**src/rtl/addr_region_pkg.sv**
```systemverilog
// Package: shared widths and region encoding for the address classifier.
package addr_region_pkg;
    localparam int ADDR_W = 24;
    localparam int PAGE_W = 8;
    typedef enum logic [1:0] {
        REG_LOW  = 2'b00,
        REG_MID  = 2'b01,
        REG_HIGH = 2'b10
    } region_e;
endpackage

```
**src/rtl/region_limit_regs.sv**
```systemverilog
// Two limit registers with a write port and a registered read port.
// Assumes a single writer and synchronous active-low reset.
module region_limit_regs #(
    parameter int PAGE_W = 8
) (
    input  logic              clk,
    input  logic              rst_n,
    input  logic              we,
    input  logic              sel,
    input  logic [PAGE_W-1:0] wdata,
    output logic [PAGE_W-1:0] rdata,
    output logic [PAGE_W-1:0] limit0,
    output logic [PAGE_W-1:0] limit1
);
    // Purpose: load the selected limit register on a write.
    always_ff @(posedge clk) begin
        if (!rst_n) begin
            limit0 <= '0;
            limit1 <= '0;
        end else if (we) begin
            if (sel) limit1 <= wdata;
            else     limit0 <= wdata;
        end
    end

    // Purpose: register the read data of the selected limit.
    always_ff @(posedge clk) begin
        if (!rst_n) rdata <= '0;
        else        rdata <= sel ? limit1 : limit0;
    end

    a_r2_write_holds_other: assert property (@(posedge clk) disable iff (!rst_n)
        (we && !sel) |=> $stable(limit1));
    a_r2_write_lands: assert property (@(posedge clk) disable iff (!rst_n)
        (we && sel) |=> (limit1 == $past(wdata)));
endmodule

```
**src/rtl/region_compare.sv**
```systemverilog
// Combinational region decision from an address page and two limits.
// A limit of zero is widened to 2**PAGE_W (top of memory).
module region_compare
    import addr_region_pkg::*;
#(
    parameter int PAGE_W = 8
) (
    input  logic [PAGE_W-1:0] page,
    input  logic [PAGE_W-1:0] limit0,
    input  logic [PAGE_W-1:0] limit1,
    output region_e           region
);
    localparam int EW = PAGE_W + 1;
    logic [EW-1:0] eff0, eff1, pg;

    // Purpose: widen limits and pick the region by ordered comparison.
    always_comb begin
        pg   = {1'b0, page};
        eff0 = (limit0 == '0) ? EW'(1) << PAGE_W : {1'b0, limit0};
        eff1 = (limit1 == '0) ? EW'(1) << PAGE_W : {1'b0, limit1};
        if (pg < eff0)      region = REG_LOW;
        else if (pg < eff1) region = REG_MID;
        else                region = REG_HIGH;
    end
endmodule

```
**src/rtl/addr_region_classifier.sv**
```systemverilog
// Top: limit register file plus registered three-region classification.
// Outputs update one cycle after addr_valid and hold otherwise.
module addr_region_classifier
    import addr_region_pkg::*;
#(
    parameter int AW = ADDR_W,
    parameter int PW = PAGE_W
) (
    input  logic          clk,
    input  logic          rst_n,
    input  logic          cfg_we,
    input  logic          cfg_sel,
    input  logic [PW-1:0] cfg_wdata,
    output logic [PW-1:0] cfg_rdata,
    input  logic          addr_valid,
    input  logic [AW-1:0] addr,
    output logic [1:0]    region_code,
    output logic [2:0]    region_flags
);
    logic [PW-1:0] lim0, lim1;
    region_e       reg_next;

    region_limit_regs #(.PAGE_W(PW)) regs_i (
        .clk(clk), .rst_n(rst_n), .we(cfg_we), .sel(cfg_sel),
        .wdata(cfg_wdata), .rdata(cfg_rdata), .limit0(lim0), .limit1(lim1)
    );

    region_compare #(.PAGE_W(PW)) cmp_i (
        .page(addr[AW-1 -: PW]), .limit0(lim0), .limit1(lim1), .region(reg_next)
    );

    // Purpose: capture code and one-hot flags on each valid address.
    always_ff @(posedge clk) begin
        if (!rst_n) begin
            region_code  <= 2'b00;
            region_flags <= 3'b000;
        end else if (addr_valid) begin
            region_code  <= reg_next;
            region_flags <= 3'b001 << reg_next;
        end
    end

    a_r6_code_legal: assert property (@(posedge clk) disable iff (!rst_n)
        region_code != 2'b11);
    a_r7_onehot: assert property (@(posedge clk) disable iff (!rst_n)
        $onehot0(region_flags));
    a_r7_flag_matches: assert property (@(posedge clk) disable iff (!rst_n)
        (region_flags != 3'b000) |-> region_flags[region_code]);
    a_r8_hold: assert property (@(posedge clk) disable iff (!rst_n)
        !addr_valid |=> ($stable(region_code) && $stable(region_flags)));
    a_r9_low_first: assert property (@(posedge clk) disable iff (!rst_n)
        (addr_valid && lim0 != '0 && addr[AW-1 -: PW] < lim0) |=> region_code == 2'b00);
endmodule

```
**config.mk**
```make
export PLATFORM = sky130hd
export DESIGN_NAME = addr_region_classifier
export DESIGN_NICKNAME = d
export VERILOG_FILES = /design/src/rtl/addr_region_pkg.sv /design/src/rtl/region_limit_regs.sv /design/src/rtl/region_compare.sv /design/src/rtl/addr_region_classifier.sv
export SDC_FILE = /design/constraint.sdc
export NUM_CORES = 1
export LEC_CHECK = 0
export BUFFER_PORTS_ARGS = -buffer_cell sky130_fd_sc_hd__buf_2
export CORE_MARGIN = 1.5
export CORE_UTILIZATION = 44
export DETAILED_ROUTE_END_ITERATION = 8
export GPL_ROUTABILITY_DRIVEN = 0
export GPL_TIMING_DRIVEN = 0
export PLACE_DENSITY = 0.77
export REMOVE_ABC_BUFFERS = 1
export SYNTH_ARGS = -nofsm -noshare
export SYNTH_HDL_FRONTEND = slang
export SYNTH_SLANG_ARGS = --single-unit
```
**constraint.sdc**
```tcl
create_clock -name clk -period 1.6 [get_ports clk]
set_input_delay 0.32 -clock clk [delete_from_list [all_inputs] [get_ports clk]]
set_output_delay 0.32 -clock clk [all_outputs]
set_load 0.02 [all_outputs]
```
# ---- Word-level counts from Yosys, hierarchy flattened
# Index checks and enable logic that the tools add are counted.
dict set report word_totals {
  ramBits 0
  output_inout_bits 13
  elab_cells 18
  reg_bits 29
  mem_count 0
  latchBits 0
  romBits 0
  inputBits 37
}
dict set report op_classes {
  n_eq_ne 0
  n_shift 1
  bitwise_logic 1
  n_reduce_logical 4
  n_div 0
  n_mul 0
  mux 5
  n_lt_le_gt_ge 2
  n_addsub 0
}
# cell n
set op_table {}
lappend op_table {{8-bit by 9-bit less-than comparator with 1-bit output} 2}
lappend op_table {{9-bit two-way mux} 2}
lappend op_table {{8-bit zero test} 2}
lappend op_table {{8-bit two-way mux} 1}
lappend op_table {{2-bit two-way mux} 2}
lappend op_table {{2-bit AND reduction} 2}
lappend op_table {{1-bit by 2-bit << shifter with 3-bit output (first input constant)} 1}
lappend op_table {{1-bit inverter} 1}

# ---- Longest topological paths before layout
# Gate-level depths: netlist of the first run.
dict set report logic_depth {
  word_depth 6
  mapped_depth 7
  depth_no_buf 7
}

# ---- Modules after synthesis
# From an unflattened synthesis of the first run, not the netlist that was laid out.
dict set report hier_totals {
  cells_unflattened 167
  area_unflattened_um2 1572.8
}
# mod cells_per_inst instances seq_area_each_um2 area_each_um2
set modules_own_cells {}
lappend modules_own_cells {region_limit_regs 90 1 480.5 934.6}
lappend modules_own_cells {region_compare 58 1 0.0 427.9}
lappend modules_own_cells {addr_region_classifier 19 1 100.1 210.2}

# ---- Worst setup path after synthesis of the first run
# OpenSTA, ideal clock, no wires.
dict set report synth_path {
  path_type {register -> register}
  from {register regs_i.limit1[7]}
  to {register region_flags[1]}
  path_stages_with_launch 8
  path_slack_ns -0.130
  t_arrival_ns 1.643
  path_buffers 0
  synth_period_minus_slack_ns 1.730
  path_cell_list {dfxtp_1 -> inv_1 -> ha_1 -> a211oi_1 -> nand2_1 -> or2_2 -> o21ba_2 -> o31ai_1}
}
dict set report synth_between {
  elab_chain_cells 6
}
# item line_no
set synth_lines {}
lappend synth_lines {{start, declared} region_limit_regs.sv:13} ;# output logic [PAGE_W-1:0] limit1
lappend synth_lines {{start signal, assigned} region_limit_regs.sv:21} ;# if (sel) limit1 <= wdata;
lappend synth_lines {{8-bit zero test} region_compare.sv:20} ;# eff1 = (limit1 == '0) ? EW'(1) << PAGE_W : {1'b0, limit1};
lappend synth_lines {{9-bit two-way mux *} region_compare.sv:20}
lappend synth_lines {{8-bit by 9-bit less-than comparator with 1-bit output *} region_compare.sv:22} ;# else if (pg < eff1) region = REG_MID;
lappend synth_lines {{2-bit two-way mux *} region_compare.sv:22}
lappend synth_lines {{2-bit two-way mux *} region_compare.sv:21} ;# if (pg < eff0) region = REG_LOW;
lappend synth_lines {{1-bit by 2-bit << shifter with 3-bit output *} addr_region_classifier.sv:39} ;# region_flags <= 3'b001 << reg_next;
lappend synth_lines {{end signal, assigned} addr_region_classifier.sv:39}
lappend synth_lines {{end, declared} addr_region_classifier.sv:18} ;# output logic [2:0] region_flags
# Mark *: on every way between the ends. The rest lies on a longest branch, timed or not.
# A chain may end at the register's enable or synchronous reset.

# ---- Final worst setup path of the first run
# Ends and elaborated chain as after synthesis.

==> flow_summary_export.csv, run 1 <==
group,metric,value,unit
finish,layout_commonest_cell,"buf_2",
route,vias,1223,
route,wl_per_cell,12.6,um
finish,layout_common_cells,"buf_2 (33), nor2_1 (27), dfxtp_1 (20)",
setup_path,crit_arrival,1.86,ns
die,start_util,0.458,
finish,stdcell_count,230,
die,std_cell_rows,20,
hold_path,worstHoldPathType,"primary input to flop",
sta,rsz0062_at_grt,"yes",
yosys,syn_area_per_cell,8.23,um^2
global_route,antenna_found_initial,0,
sta,fmax,620,MHz
placed_design,pre_cts_slack,-0.303,ns
sta,timing.final.ws_setup,-0.0126,ns
placed_design,placedCellCount,224,
finish,drive_gt1_frac,0.294,
power,irDropWorstVdd,307,uV
die,io-pin-count,50,
cts,ctsHtreeMaxLevel,1,
sta,setup_violations,1,
cts,cts_tree,"built",
cts,clock-sinks,27,
sta,min_period,1.61,ns
yosys,netlist_instances,167,
outcome,status,"finished, violations left",
yosys,synth_seq_cells,27,
setup_path,slowest_stage,"dfxtp_2",
cts,clock_path_buffers,2,
power,power_density,801,nW/um^2
sta,slew_headroom,0.357,
route,drc,0,
yosys,synth_cell_types,31,
finish,syn_to_final_growth,19.1,%
cts,clockRootBuffer,"clkbuf_4",
sta,period_share,1.01,
setup_path,r2r_start,"regs_i.limit1[7]$_SDFFE_PN0P_",
finish,fin_nets,249,
die,die_x,58.9,um
global_route,grt_first_pass_wirelength,4600,um
placed_design,port_buffers,33,
placed_design,dpl.hpwl,2080,um
yosys,yosysSeqAreaShare,0.393,
outcome,violations,"negative setup slack",
global_route,grt_max_degree,27,
setup_path,critPathLaunch,"regs_i.limit1[7]$_SDFFE_PN0P_",
cts,path_clk_slew,0.14,ns
setup_path,crit_required,1.85,ns
sta,finalHoldViolCount,0,
global_route,grt-ovfl-total,0,
yosys,synth_warnings,0,
route,route.antenna.remaining_nets,0,
yosys,syn_area,1380,um^2
job,cap_violations,0,
cts,insertion_delay,0.33,ns
route,viasPerCell,5.32,
hold_path,min-delay-start,"cfg_wdata[7]",
setup_path,cp_num_buf_inv,1,
setup_path,critPathTopFamily,"compound AO/OA/AOI/OAI gates",
setup_path,crit_fanout,4,
setup_path,slowest_delay,0.37,ns
finish,diodes,0,
setup_path,cp-end-kind,"flop",
sta,fin_setup_tns,-0.0126,ns
route,first_pass_iters,4,
cts,cts_made_buffers,3,
setup_path,path_cells,"inv_2 > ha_4 > a211oi_2 > nand2_1 > or2_4 > o21ba_2 > o31ai_2",
power,p_leak,0.733,nW
route,drt_iter0_drc,25,
global_route,grt_pass1_vias,1087,
setup_path,worst-setup-path-type,"flop to flop",
sta,worstMarginPinSlew,0.962,ns
sta,drv_slew,0,
global_route,grt_use_total,0.172,
die,fp.dieH,58.9,um
die,die_area,3470,um^2
route,drt-total-wl,2900,um
die,core-area,3000,um^2
sta,clock_skew,0.00582,ns
setup_path,startpoint_type,"flop",
## area by class of cell
| class | instances | area (um^2) |
|---|---|---|
| clock buffers | 4 | 26.3 |
| repair buffers | 35 | 180 |
| inverters | 16 | 60.1 |
| multi-input cells | 115 | 781 |
| fillers | 286 | 1370 |
| flip-flops and latches | 27 | 549 |
| well taps | 33 | 41.3 |
## layer usage
layer,share of wire,track usage
met5,0,0
met4,0.016,0.0584
met3,0.028,0.0242
met2,0.50,0.311
met1,0.46,0.208
## path summary, 6_finish.rpt
path | end | slack [ns] | cells past startpoint
max | region_flags[1]$_SDFFE_PN0P_ | -0.01 | 7
min | regs_i.limit1[7]$_SDFFE_PN0P_ | 0.22 | 3
max reg2reg | region_flags[1]$_SDFFE_PN0P_ | -0.01 | 7
min reg2reg | regs_i.limit1[4]$_SDFFE_PN0P_ | 0.49 | 2
## synthesized netlist by cell type, drive strengths merged
cell type,n,area share
clkinv,1,0.0027
a21o,2,0.011
a21oi,20,0.076
o31ai,1,0.0055
a31oi,1,0.0046
clkbuf,3,0.0082
mux2i,9,0.066
o211a,1,0.0073
o41ai,1,0.0064
nor4,2,0.0091
o21ba,1,0.0073
ha,14,0.13
a211oi,1,0.0055
nand3,10,0.036
a22oi,1,0.0055
or2b,1,0.0055
o21ai,5,0.018
nor2,27,0.074
o211ai,1,0.0055
or4,2,0.011
dfxtp,27,0.39
inv,15,0.041
nand3b,2,0.011
nor2b,1,0.0046
or2,1,0.0046
buf,6,0.025
nand2,11,0.030
## flip-flops by register name (all words and copies together) (netlist names)
signal         flops
region_flags       2
regs_i.rdata       8
regs_i.limit1      8
regs_i.limit0      8
region_code        1
## cell families (layout without fill, tap and decap cells)
| family | Yosys count | in the layout | synth area share |
|---|---|---|---|
| AO/OA/AOI/OAI | 35 | 35 | 0.152 |
| adder cells (fa/ha/maj) | 14 | 14 | 0.127 |
| buffers and inverters | 25 | 55 | 0.0764 |
| flip-flops | 27 | 27 | 0.393 |
| multiplexers | 9 | 9 | 0.0655 |
| AND/OR/NAND/NOR | 57 | 57 | 0.186 |
## report_power, final
group / internal, mW / switching (mW)
sequential: 0.706 / 0.0223
combinational: 0.128 / 0.159
clock: 0.0978 / 0.199
total: 0.931 / 0.380
## metrics by stage
step                      instance area (um^2)  hold WS [ns]  power, mW  utilization
after floorplan                           1330         0.456      0.901            -
after global placement                    1540         0.460      0.991        0.512
after detailed placement                  1540         0.462      0.996        0.512
after CTS                                 1600         0.221       1.30        0.533
after global routing                      1640         0.213       1.38        0.545
final                                     1640         0.225       1.31        0.545
## what timing repair did
action,4_1_cts,5_1_grt
resized for setup,10,10
setup buffers,1,1
hold buffers,0,0
pin swaps,4,2
setup endpoints to repair,3,3
## worst register-to-register path, stage by stage (launching register included)
cell and delay (ns):
dfxtp_2 0.37, inv_2 0.04, ha_4 0.22, a211oi_2 0.20, nand2_1 0.10, or2_4 0.23, o21ba_2 0.20, o31ai_2 0.16
(Power assumes the default switching activity.)
==> run 2: changes to the inputs <==
--- a/config.mk
+++ b/config.mk
@@ -5,13 +5,14 @@
 export SDC_FILE = /design/constraint.sdc
 export NUM_CORES = 1
 export LEC_CHECK = 0
+export ABC_AREA = 1
 export BUFFER_PORTS_ARGS = -buffer_cell sky130_fd_sc_hd__buf_2
 export CORE_MARGIN = 1.5
-export CORE_UTILIZATION = 44
+export CORE_UTILIZATION = 43
 export DETAILED_ROUTE_END_ITERATION = 8
 export GPL_ROUTABILITY_DRIVEN = 0
 export GPL_TIMING_DRIVEN = 0
-export PLACE_DENSITY = 0.77
+export PLACE_DENSITY_LB_ADDON = 0.2
 export REMOVE_ABC_BUFFERS = 1
 export SYNTH_ARGS = -nofsm -noshare
 export SYNTH_HDL_FRONTEND = slang
==> run 2 against run 1 <==
Net effect: via count fell by 0.98%; register-to-register slack gained 0.17 ns; critical endpoint unchanged; utilization is 2.4 points lower; first-iteration DRC count is 80% higher; combinational power is 11% higher; sequential cell count unchanged; the run now ends clean; global-route usage is 1.2 points higher.
==> flow_summary_export.csv, run 2 <==
group,metric,value,unit
die,die_x,58.9,um
setup_path,crit_fanout,3,
route,drt_iter0_drc,45,
setup_path,critPathMostFrequentCell,"nor2_1",
yosys,yosys.area_share.xor_xnor,0,
route,route.antenna.remaining_nets,0,
cts,ctsHtreeMaxLevel,1,
power,internal-power,0.936,mW
route,first_pass_iters,4,
cts,cts_made_buffers,3,
yosys,synth.area.mux_share,0,
die,core-area,3000,um^2
cts,clockRootBuffer,"clkbuf_4",
yosys,synth_seq_cells,27,
sta,setup_violations,0,
power,switching_share,0.309,
cts,insertion_delay,0.32,ns
yosys,synth_warnings,0,
yosys,yosysMostFrequentCell,"a21oi_1",
placed_design,port_buffers,33,
setup_path,crit_required,1.84,ns
route,drc,0,
finish,drive_gt1_frac,0.268,
power,pwr-share-clk,0.218,
yosys,ys_top_cells_by_count,"a21oi_1 (29), dfxtp_1 (27), o21ai_0 (22)",
yosys,netlist_instances,176,
setup_path,path_cells,"inv_1 > ha_4 > nand2_1 > clkinv_1 > nand3_2 > nand3_1 > nand2_1 > nand2_2 > nand2_2 > nor2_1 > nor2_1 > nor2_1",
finish,layout_common_cells,"buf_2 (33), a21oi_1 (29), o21ai_0 (22), dfxtp_1 (22), nand2_1 (17)",
finish,layout_commonest_cell,"buf_2",
power,p_leak,0.738,nW
power,power_density,865,nW/um^2
yosys,synth_flop_cell,"dfxtp_1",
die,io-pin-count,50,
cts,clock-sinks,27,
die,die_area,3470,um^2
global_route,antenna_found_initial,0,
yosys,synth_fa_ha_area_frac,0.130,
global_route,grt_use_total,0.185,
setup_path,r2r_slack,0.16,ns
power,power_frac_seq,0.546,
yosys,yosysSeqAreaShare,0.403,
outcome,status,"finished, final reports clean",
cts,path_clk_slew,0.15,ns
yosys,synth.area.top_cells,"dfxtp_1 (40%), ha_1 (13%), a21oi_1 (11%), o21ai_0 (8.2%), nand2_1 (5.3%)",
sta,finalHoldViolCount,0,
finish,diodes,0,
power,p_comb_frac,0.236,
sta,period_share,0.903,
yosys,synth_compound_area_frac,0.214,
finish,syn_to_final_growth,16.7,%
setup_path,crit_arrival,1.69,ns
yosys,synthArstFlopShare,0,
job,cap_violations,0,
cts,post_cts_buffers,0,
setup_path,worst-setup-path-type,"flop to flop",
route,wl_per_cell,12.2,um
global_route,grt_max_degree,25,
placed_design,dpl_cell_area,1500,um^2
cts,cts_tree,"built",
sta,fin_setup_tns,0,ns
yosys,syn_area,1340,um^2
yosys,synth_top_family_by_area,"compound AO/OA/AOI/OAI gates",
sta,clock_skew,0.00936,ns
power,irDropWorstVdd,377,uV
sta,drv_slew,0,
sta,rsz0062_at_grt,"no",
power,switching_power,0.418,mW
global_route,grt-ovfl-total,0,
setup_path,slowest_delay,0.35,ns
sta,fmax,692,MHz
yosys,yosysTopAreaCell,"dfxtp_1",
route,viasPerCell,5.09,
yosys,synth-edff-count,0,
route,vias,1211,
hold_path,worstHoldPathType,"primary input to flop",
yosys,syn_area_per_cell,7.63,um^2
yosys,synthSimpleGateAreaFrac,0.144,
global_route,grt_first_pass_wirelength,4830,um
cts,clock_path_buffers,2,
die,fp.dieH,58.9,um
sta,min_period,1.44,ns
sta,worstMarginPinSlew,0.506,ns
setup_path,startpoint_type,"flop",
setup_path,slowest_stage,"dfxtp_2",
finish,post-route-cell-area,1570,um^2
die,start_util,0.447,
setup_path,cp-end-kind,"flop",
sta,slew_headroom,0.662,
finish,top_regs,"regs_i.limit0 x8, regs_i.limit1 x8, regs_i.rdata x8",
finish,fin_nets,257,
yosys,synth.top_cell.area_share,0.403,
yosys,synth_cell_types,19,
global_route,grt_pass1_vias,1130,
placed_design,dpl.hpwl,2120,um
die,std_cell_rows,20,
route,drt-total-wl,2890,um
## run 2: cell count changes after synthesis, moves of 2 or more
cell / change
clkbuf_1: -2
clkinv_1: +2
a21oi_1: +10
nand4_1: +2
inv_2: +6
nor2_1: -13
o21ai_0: +18
nand3b_1: -2
or4_1: -2
nor4_1: -2
nand2_1: +8
mux2i_1: -9
buf_4: +3
## run 2: final timing paths
check                                startpoint                             to  cells past startpoint
hold reg to reg   regs_i.limit1[7]$_SDFFE_PN0P_  regs_i.limit1[7]$_SDFFE_PN0P_                      2
hold / removal                     cfg_wdata[0]  regs_i.limit1[0]$_SDFFE_PN0P_                      3
setup reg to reg  regs_i.limit0[4]$_SDFFE_PN0P_   region_flags[1]$_SDFFE_PN0P_                     12
setup / recovery  regs_i.limit0[4]$_SDFFE_PN0P_   region_flags[1]$_SDFFE_PN0P_                     12
## run 2: what timing repair did
action	in CTS	in global routing
resized for setup	0	11
hold buffers	0	0
setup endpoints to repair	0	1
## run 2: layout make-up
type / count / area (um^2)
clock buffer: 3 / 22.5
tap: 33 / 41.3
clock inverter: 1 / 5.00
sequential: 27 / 547
inverter: 25 / 93.8
timing repair buffer: 33 / 165
fill: 305 / 1440
multi-input combinational: 116 / 692
## run 2: layer usage
| layer | global-route usage | vias up | part of all wire |
|---|---|---|---|
| met5 | 0 | - | 0 |
| li1 | - | 642 | - |
| met4 | 0.0584 | 0 | 0.013 |
| met1 | 0.231 | 539 | 0.47 |
| met3 | 0.0374 | 4 | 0.043 |
| met2 | 0.317 | 26 | 0.47 |
## run 2: metrics by stage
step | power (mW) | setup WS [ns] | cells | util | hold slack (ns)
6_report | 1.35 | 0.156 | 238 | 0.522 | 0.255
2_1_floorplan | 0.949 | 0.293 | 168 | - | 0.413
3_3_place_gp | 1.05 | 0.0964 | 234 | 0.499 | 0.465
5_1_grt | 1.45 | 0.00563 | 238 | 0.522 | 0.251
4_1_cts | 1.35 | 0.131 | 238 | 0.508 | 0.249
3_5_place_dp | 1.06 | 0.101 | 234 | 0.499 | 0.474
## run 2: critical path: cells and delay by family (launching register included)
kind,cells,cell delay [ns]
AND/OR/NAND/NOR,9,0.60
flip-flops,1,0.35
buffers and inverters,2,0.20
adder cells (fa/ha/maj),1,0.22
## run 2: power groups by stage
stage / Sequential, mW / Clock (mW) / Combinational (mW)
after floorplan: 0.780 / 0 / 0.169
after global placement: 0.750 / 0 / 0.297
after detailed placement: 0.752 / 0 / 0.305
after CTS: 0.738 / 0.309 / 0.307
after global routing: 0.745 / 0.336 / 0.370
final: 0.739 / 0.295 / 0.320
## run 2: logic make-up after synthesis
family	Yosys count
AOI/OAI and AO/OA	56
and+or+nand+nor	46
buffers and inverters	33
DFF	27
adders and majority gates	14
==> run 3: changes to the inputs <==
--- a/config.mk
+++ b/config.mk
@@ -5,14 +5,13 @@
 export SDC_FILE = /design/constraint.sdc
 export NUM_CORES = 1
 export LEC_CHECK = 0
-export ABC_AREA = 1
 export BUFFER_PORTS_ARGS = -buffer_cell sky130_fd_sc_hd__buf_2
 export CORE_MARGIN = 1.5
-export CORE_UTILIZATION = 43
+export CORE_UTILIZATION = 44
 export DETAILED_ROUTE_END_ITERATION = 8
 export GPL_ROUTABILITY_DRIVEN = 0
 export GPL_TIMING_DRIVEN = 0
-export PLACE_DENSITY_LB_ADDON = 0.2
+export PLACE_DENSITY = 0.82
 export REMOVE_ABC_BUFFERS = 1
 export SYNTH_ARGS = -nofsm -noshare
 export SYNTH_HDL_FRONTEND = slang
==> run 3 against run 2 <==
Net effect: largest cell class unchanged; hold slack got worse by 0.022 ns; sequential share of layout area is 1.7 points lower; non-clock buffer count increased by 3; register-to-register slack lost 0.13 ns; clock skew barely moved; die area rose by 0.10%; critical path depth shrank 5.
==> flow_summary_export.csv, run 3 (synthesis results as in run 1) <==
group,metric,value,unit
outcome,status,"finished, final reports clean",
sta,min_period,1.57,ns
cts,cts_tree,"built",
route,first_pass_iters,4,
route,route.antenna.remaining_nets,0,
die,fp.dieH,58.9,um
sta,fmax,635,MHz
sta,hold_slack,0.233,ns
setup_path,startpoint_type,"flop",
sta,drv_slew,0,
route,drt_iter0_drc,30,
die,start_util,0.458,
setup_path,crit_fanout,2,
finish,multiInputGateArea,790,um^2
cts,insertion_delay,0.32,ns
die,std_cell_rows,20,
cts,ctsHtreeMaxLevel,1,
setup_path,worst-setup-path-type,"flop to flop",
sta,setup_violations,0,
sta,period_share,0.984,
hold_path,worstHoldPathType,"primary input to flop",
sta,fin_setup_tns,0,ns
setup_path,slowest_delay,0.36,ns
cts,path_clk_slew,0.15,ns
finish,top_regs,"regs_i.limit0 x8, regs_i.limit1 x8, regs_i.rdata x8",
route,wl_per_cell,13.0,um
sta,rsz0062_at_grt,"yes",
setup_path,slowest_stage,"dfxtp_2",
placed_design,dpl_cell_area,1540,um^2
finish,stdcell_count,231,
route,viasPerCell,5.34,
global_route,grt_first_pass_wirelength,5200,um
finish,ff_latch_area,549,um^2
cts,cts_made_buffers,3,
power,p_leak,0.738,nW
sta,clock_skew,0.00956,ns
power,power_density,797,nW/um^2
finish,fill_cells,301,
die,die_area,3470,um^2
finish,syn_to_final_growth,20.3,%
placed_design,placedCellCount,224,
setup_path,crit_required,1.85,ns
power,irDropWorstVdd,711,uV
sta,slew_headroom,0.511,
finish,diodes,0,
setup_path,path_cells,"inv_1 > ha_1 > a211oi_2 > nand2_1 > or2_4 > o21ba_2 > o31ai_1",
route,drc,0,
sta,timing.final.ws_setup,0.0251,ns
placed_design,pre_cts_slack,-0.276,ns
global_route,antenna_found_initial,0,
die,core-area,3000,um^2
route,vias,1234,
cts,cts_hold_repair.buffers,0,
finish,fin_nets,250,
sta,worstMarginPinSlew,0.729,ns
setup_path,crit_arrival,1.82,ns
job,cap_violations,0,
finish,fin_util,0.551,
route,drt-total-wl,3010,um
finish,post-route-cell-area,1650,um^2
sta,finalHoldViolCount,0,
die,die_x,58.9,um
finish,layout_commonest_cell,"buf_2",
global_route,grt_pass1_vias,1194,
setup_path,cp-end-kind,"flop",
finish,drive_gt1_frac,0.308,
cts,clock_path_buffers,2,
global_route,grt_max_degree,27,
finish,layout_common_cells,"buf_2 (33), nor2_1 (27), dfxtp_1 (20)",
cts,clock-sinks,27,
global_route,grt_use_total,0.191,
cts,clockRootBuffer,"clkbuf_4",
die,io-pin-count,50,
placed_design,dpl.hpwl,2170,um
global_route,grt-ovfl-total,0,
placed_design,port_buffers,33,
power,totalPowerFinal,1.32,mW
[run 3: area by class of cell]
class / count / share of cell area
Timing Repair Buffer: 36 / 0.113
Multi-Input combinational cell: 115 / 0.477
Clock buffer: 4 / 0.0159
Inverter: 16 / 0.0363
Sequential cell: 27 / 0.332
Tap cell: 33 / 0.0250
[run 3: power breakdown]
part	internal (mW)	switching, mW	total (mW)
clock	0.0976	0.198	0.295
sequential	0.706	0.0219	0.728
combinational	0.132	0.164	0.296
total	0.935	0.383	1.32
[run 3: repair_timing]
| action | 4_1_cts | 5_1_grt |
|---|---|---|
| endpoints found under the setup margin | 3 | 11 |
| buffers inserted | 2 | 1 |
| resized for setup | 9 | 12 |
| pin swaps | 4 | 3 |
[run 3: layer usage]
layer | wire length [um] | GRT usage | vias to the layer above
met1 | 1390 | 0.245 | 570
met2 | 1440 | 0.319 | 34
met5 | 0 | 0 | -
met4 | 27 | 0.0519 | 0
met3 | 159 | 0.0484 | 4
li1 | - | - | 626
[run 3: critical path, delay by kind of cell (launching register included)]
family / cells / cell delay, ns
AO/OA/AOI/OAI: 3 / 0.58
flip-flops: 1 / 0.36
AND/OR/NAND/NOR: 2 / 0.32
adder cells (fa/ha/maj): 1 / 0.20
buffers and inverters: 1 / 0.05
[run 3: path summary, 6_finish.rpt]
| path | start | end | slack (ns) | depth (start not counted) |
|---|---|---|---|---|
| worst max-delay path | regs_i.limit1[6]$_SDFFE_PN0P_ | region_flags[1]$_SDFFE_PN0P_ | 0.03 | 7 |
| worst min-delay path | cfg_wdata[5] | regs_i.limit1[5]$_SDFFE_PN0P_ | 0.23 | 3 |
| worst max register to register | regs_i.limit1[6]$_SDFFE_PN0P_ | region_flags[1]$_SDFFE_PN0P_ | 0.03 | 7 |
| worst min register to register | region_flags[0]$_SDFFE_PN0P_ | region_flags[0]$_SDFFE_PN0P_ | 0.50 | 1 |
